File: src/rtl/adc_link_pkg.sv
package adc_link_pkg;

    localparam int RES_W          = 12;
    localparam int CFG_W          = 4;
    localparam int CFG_LAST_RISE  = CFG_W + 1;
    localparam int NULL_RISE      = CFG_LAST_RISE + 1;
    localparam int FRAME_RISES    = NULL_RISE + RES_W;
    localparam int RISE_W         = $clog2(FRAME_RISES + 1);

    typedef enum logic {
        ST_IDLE = 1'b0,
        ST_RUN  = 1'b1
    } link_state_e;

    typedef struct packed {
        link_state_e         st;
        logic                cs_n;
        logic                sclk;
        logic                sd;
        logic                oe;
        logic                tw;
        logic                msbf;
        logic                done;
        logic [CFG_W-1:0]    cfg;
        logic [RISE_W-1:0]   rises;
        logic [RES_W-1:0]    shreg;
        logic [RES_W-1:0]    result;
    } link_ctrl_t;

endpackage

File: src/rtl/adc_link_tick.sv
module adc_link_tick #(
    parameter int HALF = 4
) (
    input  logic clk,
    input  logic rst_n,
    input  logic en_i,
    output logic tick_o
);
    localparam int CNT_W = $clog2(HALF) + 1;
    localparam logic [CNT_W-1:0] LAST = CNT_W'(HALF - 1);

    logic [CNT_W-1:0] cnt_d, cnt_q;

    always_comb begin
        tick_o = en_i && (cnt_q == LAST);
        if (!en_i || tick_o) begin
            cnt_d = '0;
        end else begin
            cnt_d = cnt_q + 1'b1;
        end
    end

    always_ff @(posedge clk or negedge rst_n) begin
        if (!rst_n) begin
            cnt_q <= '0;
        end else begin
            cnt_q <= cnt_d;
        end
    end
endmodule

File: src/rtl/adc_link_order.sv
module adc_link_order #(
    parameter int W = 12
) (
    input  logic [W-1:0] raw_i,
    input  logic         msb_first_i,
    output logic [W-1:0] word_o
);
    logic [W-1:0] rev;

    for (genvar i = 0; i < W; i++) begin : g_rev
        assign rev[i] = raw_i[W-1-i];
    end

    assign word_o = msb_first_i ? raw_i : rev;
endmodule

File: src/rtl/adc_link_ctrl.sv
module adc_link_ctrl
    import adc_link_pkg::*;
#(
    parameter int SCLK_HALF = 4
) (
    input  logic             clk,
    input  logic             rst_n,
    input  logic             start_i,
    input  logic             single_ended_i,
    input  logic             odd_chan_i,
    input  logic             msb_first_i,
    input  logic             power_down_i,
    input  logic             three_wire_i,
    output logic             busy_o,
    output logic             cs_n_o,
    output logic             sclk_o,
    output logic             sd_o,
    output logic             sd_oe_o,
    input  logic             sd_i,
    input  logic             so_i,
    output logic [RES_W-1:0] result_o,
    output logic             done_o
);
    localparam logic [RISE_W-1:0] CFG_END_R = RISE_W'(CFG_LAST_RISE);
    localparam logic [RISE_W-1:0] NULL_R    = RISE_W'(NULL_RISE);
    localparam logic [RISE_W-1:0] FRAME_R   = RISE_W'(FRAME_RISES);

    link_ctrl_t        d, q;
    logic              tick;
    logic              rx_bit;
    logic [RISE_W-1:0] next_rise;
    logic [RES_W-1:0]  fmt_word;

    adc_link_tick #(.HALF(SCLK_HALF)) i_tick (
        .clk    (clk),
        .rst_n  (rst_n),
        .en_i   (q.st == ST_RUN),
        .tick_o (tick)
    );

    adc_link_order #(.W(RES_W)) i_order (
        .raw_i       (q.shreg),
        .msb_first_i (q.msbf),
        .word_o      (fmt_word)
    );

    assign rx_bit    = q.tw ? sd_i : so_i;
    assign next_rise = q.rises + 1'b1;

    always_comb begin
        d      = q;
        d.done = 1'b0;
        case (q.st)
            ST_IDLE: begin
                if (start_i) begin
                    d.st    = ST_RUN;
                    d.cs_n  = 1'b0;
                    d.sclk  = 1'b0;
                    d.sd    = 1'b1;
                    d.oe    = 1'b1;
                    d.tw    = three_wire_i;
                    d.msbf  = msb_first_i;
                    d.cfg   = {single_ended_i, odd_chan_i, msb_first_i, power_down_i};
                    d.rises = '0;
                    d.shreg = '0;
                end
            end
            ST_RUN: begin
                if (tick) begin
                    if (!q.sclk) begin
                        d.sclk  = 1'b1;
                        d.rises = next_rise;
                        if (next_rise > NULL_R) begin
                            d.shreg = {q.shreg[RES_W-2:0], rx_bit};
                        end
                    end else if (q.rises == FRAME_R) begin
                        d.st     = ST_IDLE;
                        d.cs_n   = 1'b1;
                        d.sclk   = 1'b0;
                        d.sd     = 1'b0;
                        d.oe     = 1'b0;
                        d.done   = 1'b1;
                        d.result = fmt_word;
                    end else begin
                        d.sclk = 1'b0;
                        if (q.rises < CFG_END_R) begin
                            d.sd  = q.cfg[CFG_W-1];
                            d.cfg = {q.cfg[CFG_W-2:0], 1'b0};
                        end else begin
                            d.sd = 1'b0;
                            if (q.tw) begin
                                d.oe = 1'b0;
                            end
                        end
                    end
                end
            end
            default: d.st = ST_IDLE;
        endcase
    end

    always_ff @(posedge clk or negedge rst_n) begin
        if (!rst_n) begin
            q      <= '0;
            q.st   <= ST_IDLE;
            q.cs_n <= 1'b1;
        end else begin
            q <= d;
        end
    end

    assign busy_o   = (q.st == ST_RUN);
    assign cs_n_o   = q.cs_n;
    assign sclk_o   = q.sclk;
    assign sd_o     = q.sd;
    assign sd_oe_o  = q.oe;
    assign result_o = q.result;
    assign done_o   = q.done;
endmodule

File: config.mk
export PLATFORM = sky130hd
export DESIGN_NAME = adc_link_ctrl
export DESIGN_NICKNAME = d
export VERILOG_FILES = /design/src/rtl/adc_link_pkg.sv /design/src/rtl/adc_link_tick.sv /design/src/rtl/adc_link_order.sv /design/src/rtl/adc_link_ctrl.sv
export SDC_FILE = /design/constraint.sdc
export NUM_CORES = 1
export LEC_CHECK = 0
export BUFFER_PORTS_ARGS = -buffer_cell sky130_fd_sc_hd__buf_2
export CORE_ASPECT_RATIO = 1.2
export CORE_MARGIN = 2
export CORE_UTILIZATION = 57
export DETAILED_ROUTE_END_ITERATION = 6
export GPL_ROUTABILITY_DRIVEN = 0
export GPL_TIMING_DRIVEN = 0
export PLACE_DENSITY = 0.82
export SYNTH_ARGS = -nofsm -noshare
export SYNTH_HDL_FRONTEND = slang
export SYNTH_HIERARCHICAL = 1
export SYNTH_SLANG_ARGS = --single-unit
File: constraint.sdc
create_clock -name clk -period 2.4 [get_ports clk]
set_input_delay 0.12 -clock clk [delete_from_list [all_inputs] [get_ports clk]]
set_output_delay 0.12 -clock clk [all_outputs]
set_load 0.02 [all_outputs]
==> impl_metrics.env, run 1 <==
export IMPL_die_h_um=72.3
export IMPL_boundaryPins=28
export IMPL_worst_path_max_delay_cell="dfrtp_1"
export IMPL_clock_sinks=44
export IMPL_rows=24
export IMPL_drcViolationCount=0
export IMPL_port_buffers=27
export IMPL_die_area_um2=4410
export IMPL_synthTopCellsByArea="dfrtp_1 (49%), mux2_4 (12%), a22o_1 (4.7%)"
export IMPL_grt_pass1_wl_um=6160
export IMPL_drt_total_wl_um=3610
export IMPL_slowest_delay_ps=360
export IMPL_antennaDiodeCount=0
export IMPL_clockBufferDepth=2
export IMPL_grt_antenna_before_repair=0
export IMPL_vias=1457
export IMPL_wl_met2_um=1920
export IMPL_ys_flop_type="dfrtp_1"
export IMPL_swShare=0.339
export IMPL_vias_per_cell=5.32
export IMPL_start_util=0.601
export IMPL_grt_pass1_vias=1388
export IMPL_clock_latency_ps=290
export IMPL_power_leakage_nw=1.31
export IMPL_grt_max_degree=45
export IMPL_slew_viol_final=0
export IMPL_path_max_fanout=10
export IMPL_pwr_share_seq=0.469
export IMPL_slew_limit_headroom=0.379
export IMPL_crit_family="simple AND/OR/NAND/NOR gates"
export IMPL_fillCellCount=296
export IMPL_multiInputGateArea_um2=940
export IMPL_min_period_over_period=0.859
export IMPL_final_area_um2=2520
export IMPL_worstPathArrival_ps=2240
export IMPL_cp_common_cell="ha_1"
export IMPL_core_area_um2=3690
export IMPL_status="completed"
export IMPL_grt_setup_unrepaired="false"
export IMPL_ir_drop_v=0.000586
export IMPL_comb_power_share=0.328
export IMPL_ys_seq_elements=44
export IMPL_tightest_slew_ps=931
export IMPL_synth_edf_count=0
export IMPL_grt_usage=0.191
export IMPL_routedWlPerCell_um=13.2
export IMPL_synthesis_area_um2=2220
export IMPL_intPower_mw=1.52
export IMPL_layout_nets=236
export IMPL_critPathBufInv=1
export IMPL_drv_cap=0
export IMPL_cts_tree="built"
export IMPL_path_cells="ha_1 > ha_1 > and2_2 > nand3b_1 > and2_4 > a21o_1 > buf_6 > a22o_1"
export IMPL_highest_layer="met4"
export IMPL_netlist_instances=186
export IMPL_drive_above_1_share=0.356
export IMPL_synth_area_leader_cell="dfrtp_1"
export IMPL_finalSetupViolCount=0
export IMPL_yosys_warnings=6
export IMPL_grt_overflow_total=0
export IMPL_hold_viol=0
export IMPL_root_buffer="clkbuf_8"
export IMPL_drt_met1_wl_um=1540
export IMPL_dr_wl_met3_um=105
export IMPL_period_minus_slack_ps=2060
export IMPL_cts_made_buffers=5
export IMPL_clkPwrFrac=0.203
export IMPL_synth_top_area_share=0.485
export IMPL_yosysSeqAreaShare=0.497
export IMPL_avgSynthCellArea_um2=11.9
export IMPL_regArea_um2=1100
export IMPL_syn2layout_area_growth_pct=13.6
export IMPL_min_path_type="input pin to register"
export IMPL_clkSlewWorstSetupHoldPaths_ps=80
export IMPL_async_flop_share=1.00
export IMPL_fmax_mhz=485
export IMPL_placed_area_um2=2420
export IMPL_ant_nets=0
export IMPL_switchingPower_mw=0.777
export IMPL_finClkSkew_ps=2.13
export IMPL_synth_cell_types=39
export IMPL_fin_tns_setup_ps=0
export IMPL_crit_type="register to register"
export IMPL_drtPass1Iterations=4
export IMPL_crit_path_start_kind="register"
export IMPL_r2r_setup_slack_ps=340
export IMPL_power_density_nw_per_um2=910
export IMPL_htreeDepth=2
export IMPL_synth_fp_nets=201
export IMPL_drt_iter0_drc=35
export IMPL_hpwl_um=2550
export IMPL_die_w_um=61.0
export IMPL_cp_required_ps=2580
export IMPL_end_kind="register"
==> power by group through the flow <==
| stage | logic [mW] | registers, mW | clock network, mW |
|---|---|---|---|
| 3_3_place_gp | 0.729 | 1.08 | 0 |
| 4_1_cts | 0.761 | 1.08 | 0.486 |
| 6_report | 0.751 | 1.08 | 0.466 |
| 3_5_place_dp | 0.757 | 1.09 | 0 |
| 5_1_grt | 0.837 | 1.11 | 0.519 |
| 2_1_floorplan | 0.566 | 1.09 | 0 |
==> state kept, by name, summed over array words and instances, names as in the netlist <==
| signal | flops |
|---|---|
| q | 23 |
| result_o | 12 |
| i_tick/cnt_q | 3 |
| busy_o | 1 |
| cs_n_o | 1 |
| done_o | 1 |
| sclk_o | 1 |
| sd_o | 1 |
| sd_oe_o | 1 |
==> tightest hold or removal path, stage by stage <==
cell and delay, ps:
buf_2 70, nand2_1 40, nand2_1 40
==> cells by family (layout without fill, tap and decap cells) <==
logic type      count (synthesis)  in the layout  share of synthesized area
compound gates                 30             30                     0.0964
xor+xnor                        4              4                     0.0158
fa+ha+maj                       5              5                     0.0282
buf+inv                        24             60                     0.0795
flops                          44             44                      0.497
mux                            25             25                      0.156
simple gates                   54             54                      0.127
==> synth_stat cells (2+ instances only) <==
cell      instances
a21oi_1           4
a22o_1           12
buf_4            13
buf_6             5
dfrtp_1          43
ha_1              5
inv_1             5
mux2_1            5
mux2_2            3
mux2_4           17
nand2_1          14
nand2b_1          2
nand3_1           4
nand3b_1          2
nor2_1            8
nor3_1           10
nor3b_1           2
o21a_1            2
o21ai_0           7
or2_1             2
xnor2_1           3
==> path summary, 6_finish.rpt <==
path                                 startpoint               to  cells past startpoint
worst max-delay path            i_tick/cnt_q[0]            q[20]                      8
worst min-delay path               three_wire_i            q[35]                      3
worst max register to register  i_tick/cnt_q[0]            q[20]                      8
worst min register to register  i_tick/cnt_q[0]  i_tick/cnt_q[0]                      1
max in group asynchronous                 rst_n            q[26]                      2
min in group asynchronous                 rst_n            q[17]                      2
==> routing by layer <==
| metal | vias up | track usage |
|---|---|---|
| met5 | - | 0 |
| met1 | 712 | 0.226 |
| met2 | 27 | 0.319 |
| met3 | 6 | 0.0553 |
| li1 | 712 | - |
| met4 | 0 | 0.0773 |
==> per-stage QoR <==
stage          std cells  total power [mW]  utilization  hold WS, ps  setup slack, ps
6_report             274              2.29        0.683         15.9              339
5_1_grt              274              2.46        0.683         32.2              160
4_1_cts              274              2.32        0.683         8.51              316
3_5_place_dp         265              1.85        0.655          315              345
3_3_place_gp         265              1.81        0.655          312              372
2_1_floorplan        186              1.66            -         -176              541
==> area by class of cell <==
class / count / area share
Sequential cell: 44 / 0.437
Multi-Input combinational cell: 118 / 0.373
Buffer: 19 / 0.0625
Timing Repair Buffer: 28 / 0.0576
Clock buffer: 6 / 0.0328
Tap cell: 52 / 0.0258
Inverter: 5 / 0.00744
Clock inverter: 2 / 0.00397
==> cells in the final DEF, fill, tap and decap left out, drive strengths merged <==
cell type and n:
o22ai 1, nor3 10, or3b 1, inv 5
nand2b 2, a22o 12, ha 5, mux2 25
nand3b 2, clkinv 2, or3 1, buf 45
and3 1, a21oi 5, nand4 1, o21a 2
clkbuf 7, nor2b 1, xnor2 3, or2 2
o31a 1, nand2 14, o31ai 1, xor2 1
and2 2, dlygate4sd3 1, nor3b 2, nand3 5
o21ai 7, and3b 1, dfstp 1, a21o 1
nor2 9, dfrtp 43
==> timing repair <==
action,CTS,global route
endpoints found under the hold margin,19,0
gates resized for setup,0,0
buffers inserted,0,0
hold buffers,1,0
Power figures use the tool's default switching activity.
==> inputs of run 2 (changes only) <==
- BUFFER_PORTS_ARGS: -buffer_cell sky130_fd_sc_hd__buf_2 -> default
- CORE_UTILIZATION: 57 -> 62
- DONT_BUFFER_PORTS: default -> 1
- PLACE_DENSITY: 0.82 -> 0.81
- RECOVER_POWER: default -> 50
==> impl_metrics.env, run 2 (same netlist as run 1, synthesis figures left out) <==
export IMPL_drtPass1Iterations=6
export IMPL_grt_max_degree=45
export IMPL_vias_per_cell=5.97
export IMPL_vias=1414
export IMPL_holdWs_ps=15.5
export IMPL_cts_setup_buffers=0
export IMPL_grt_usage=0.214
export IMPL_reg2reg_from="i_tick/cnt_q[0]"
export IMPL_finClkSkew_ps=7.47
export IMPL_finalSetupViolCount=0
export IMPL_path_max_fanout=10
export IMPL_hold_viol=0
export IMPL_antennaDiodeCount=0
export IMPL_power_total_mw=2.37
export IMPL_min_path_type="input pin to register"
export IMPL_die_area_um2=4070
export IMPL_worstPathArrival_ps=2280
export IMPL_grt_overflow_total=0
export IMPL_layout_common_cells="dfrtp_1 (43), mux2_4 (17), nand2_1 (14)"
export IMPL_min_period_over_period=0.875
export IMPL_root_buffer="clkbuf_8"
export IMPL_grt_pass1_wl_um=6770
export IMPL_crit_type="register to register"
export IMPL_violations="DRC"
export IMPL_clock_sinks=44
export IMPL_top_register="q"
export IMPL_slew_viol_final=0
export IMPL_ir_drop_v=0.000691
export IMPL_crit_end="q[18]"
export IMPL_boundaryPins=28
export IMPL_core_area_um2=3400
export IMPL_final_common_cell="dfrtp_1"
export IMPL_cp_required_ps=2580
export IMPL_status="finished, violations left"
export IMPL_largest_reg_flops=23
export IMPL_drive_above_1_share=0.230
export IMPL_fmax_mhz=476
export IMPL_grt_pass1_vias=1500
export IMPL_utilization=0.708
export IMPL_rows=23
export IMPL_worst_r2r_cell_count=8
export IMPL_grt_antenna_before_repair=0
export IMPL_cts_made_buffers=5
export IMPL_drt_total_wl_um=3860
export IMPL_slew_limit_headroom=0.297
export IMPL_port_buffers=0
export IMPL_drv_cap=0
export IMPL_routedWlPerCell_um=16.3
export IMPL_drt_iter0_drc=40
export IMPL_syn2layout_area_growth_pct=8.40
export IMPL_htreeDepth=2
export IMPL_power_leakage_nw=1.18
export IMPL_power_density_nw_per_um2=984
export IMPL_die_w_um=58.6
export IMPL_r2r_setup_slack_ps=300
export IMPL_fin_tns_setup_ps=0
export IMPL_start_util=0.653
export IMPL_grt_setup_unrepaired="false"
export IMPL_finalWorstSetupSlack_ps=299
export IMPL_crit_start="i_tick/cnt_q[0]"
export IMPL_cts_tree="built"
export IMPL_tightest_slew_ps=1050
export IMPL_layout_nets=214
export IMPL_drcViolationCount=2
export IMPL_crit_path_start_kind="register"
export IMPL_die_h_um=69.5
export IMPL_ant_nets=0
export IMPL_period_minus_slack_ps=2100
export IMPL_clock_latency_ps=300
export IMPL_clockBufferDepth=2
export IMPL_hpwl_um=2760
export IMPL_place_ws_ps=343
export IMPL_end_kind="register"
export IMPL_clkSlewWorstSetupHoldPaths_ps=80
export IMPL_r2r_end="q[18]"
## run 2: cell count changes in the layout (fill, tap and decap cells not counted)
| cell | delta |
|---|---|
| dlygate4sd3_1 | +4 |
| bufinv_16 | +1 |
| clkbuf_1 | +7 |
| clkbuf_2 | +1 |
| clkbuf_8 | -1 |
| buf_4 | -6 |
| clkinv_2 | -1 |
| buf_2 | -27 |
## run 2: worst min-delay path by stage
stage,from,to,depth (start not counted),slack (ps)
2_1_floorplan,rst_n,busy_o,0,-180
3_3_place_gp,rst_n,result_o[5],0,-170
3_5_place_dp,rst_n,result_o[5],0,-170
4_1_cts,single_ended_i,q[32],2,20
5_1_grt,msb_first_i,q[30],2,30
6_report,msb_first_i,q[30],2,20
## run 2: area by class of cell
class | count | area [um^2]
flip-flops and latches | 44 | 1100
repair buffers | 6 | 55.1
fillers | 260 | 991
inverters | 5 | 18.8
plain buffers | 19 | 135
clock inverters | 2 | 35.0
well taps | 37 | 46.3
multi-input cells | 118 | 940
clock buffers | 6 | 72.6
## run 2: repair_timing
item	4_1_cts	5_1_grt
gates resized for setup	0	0
hold buffers	6	0
endpoints found under the hold margin	49	0
## run 2: critical path, cell delays in order, from the launching register on
cell,delay (ps)
dfrtp_1,370
ha_1,150
ha_1,200
and2_2,220
nand3b_1,260
and2_4,260
a21o_1,190
buf_6,150
a22o_1,180
## run 2: power breakdown
group	switching [mW]	internal, mW	leakage [nW]
Clock	0.238	0.309	0.0552
Combinational	0.345	0.343	0.555
Sequential	0.211	0.921	0.575
Total	0.793	1.57	1.18
## run 2: per-stage QoR
| step | std cells | instance area (um^2) |
|---|---|---|
| 2_1_floorplan | 186 | 2220 |
| 3_3_place_gp | 223 | 2260 |
| 3_5_place_dp | 223 | 2260 |
| 4_1_cts | 237 | 2440 |
| 5_1_grt | 237 | 2400 |
| 6_report | 237 | 2400 |
## run 2: routing by layer
layer | GRT usage | share of wire | vias up
met5 | 0 | 0 | -
met4 | 0.0758 | 0.015 | 0
met3 | 0.0522 | 0.034 | 6
met2 | 0.372 | 0.55 | 25
met1 | 0.251 | 0.40 | 719
li1 | - | - | 664
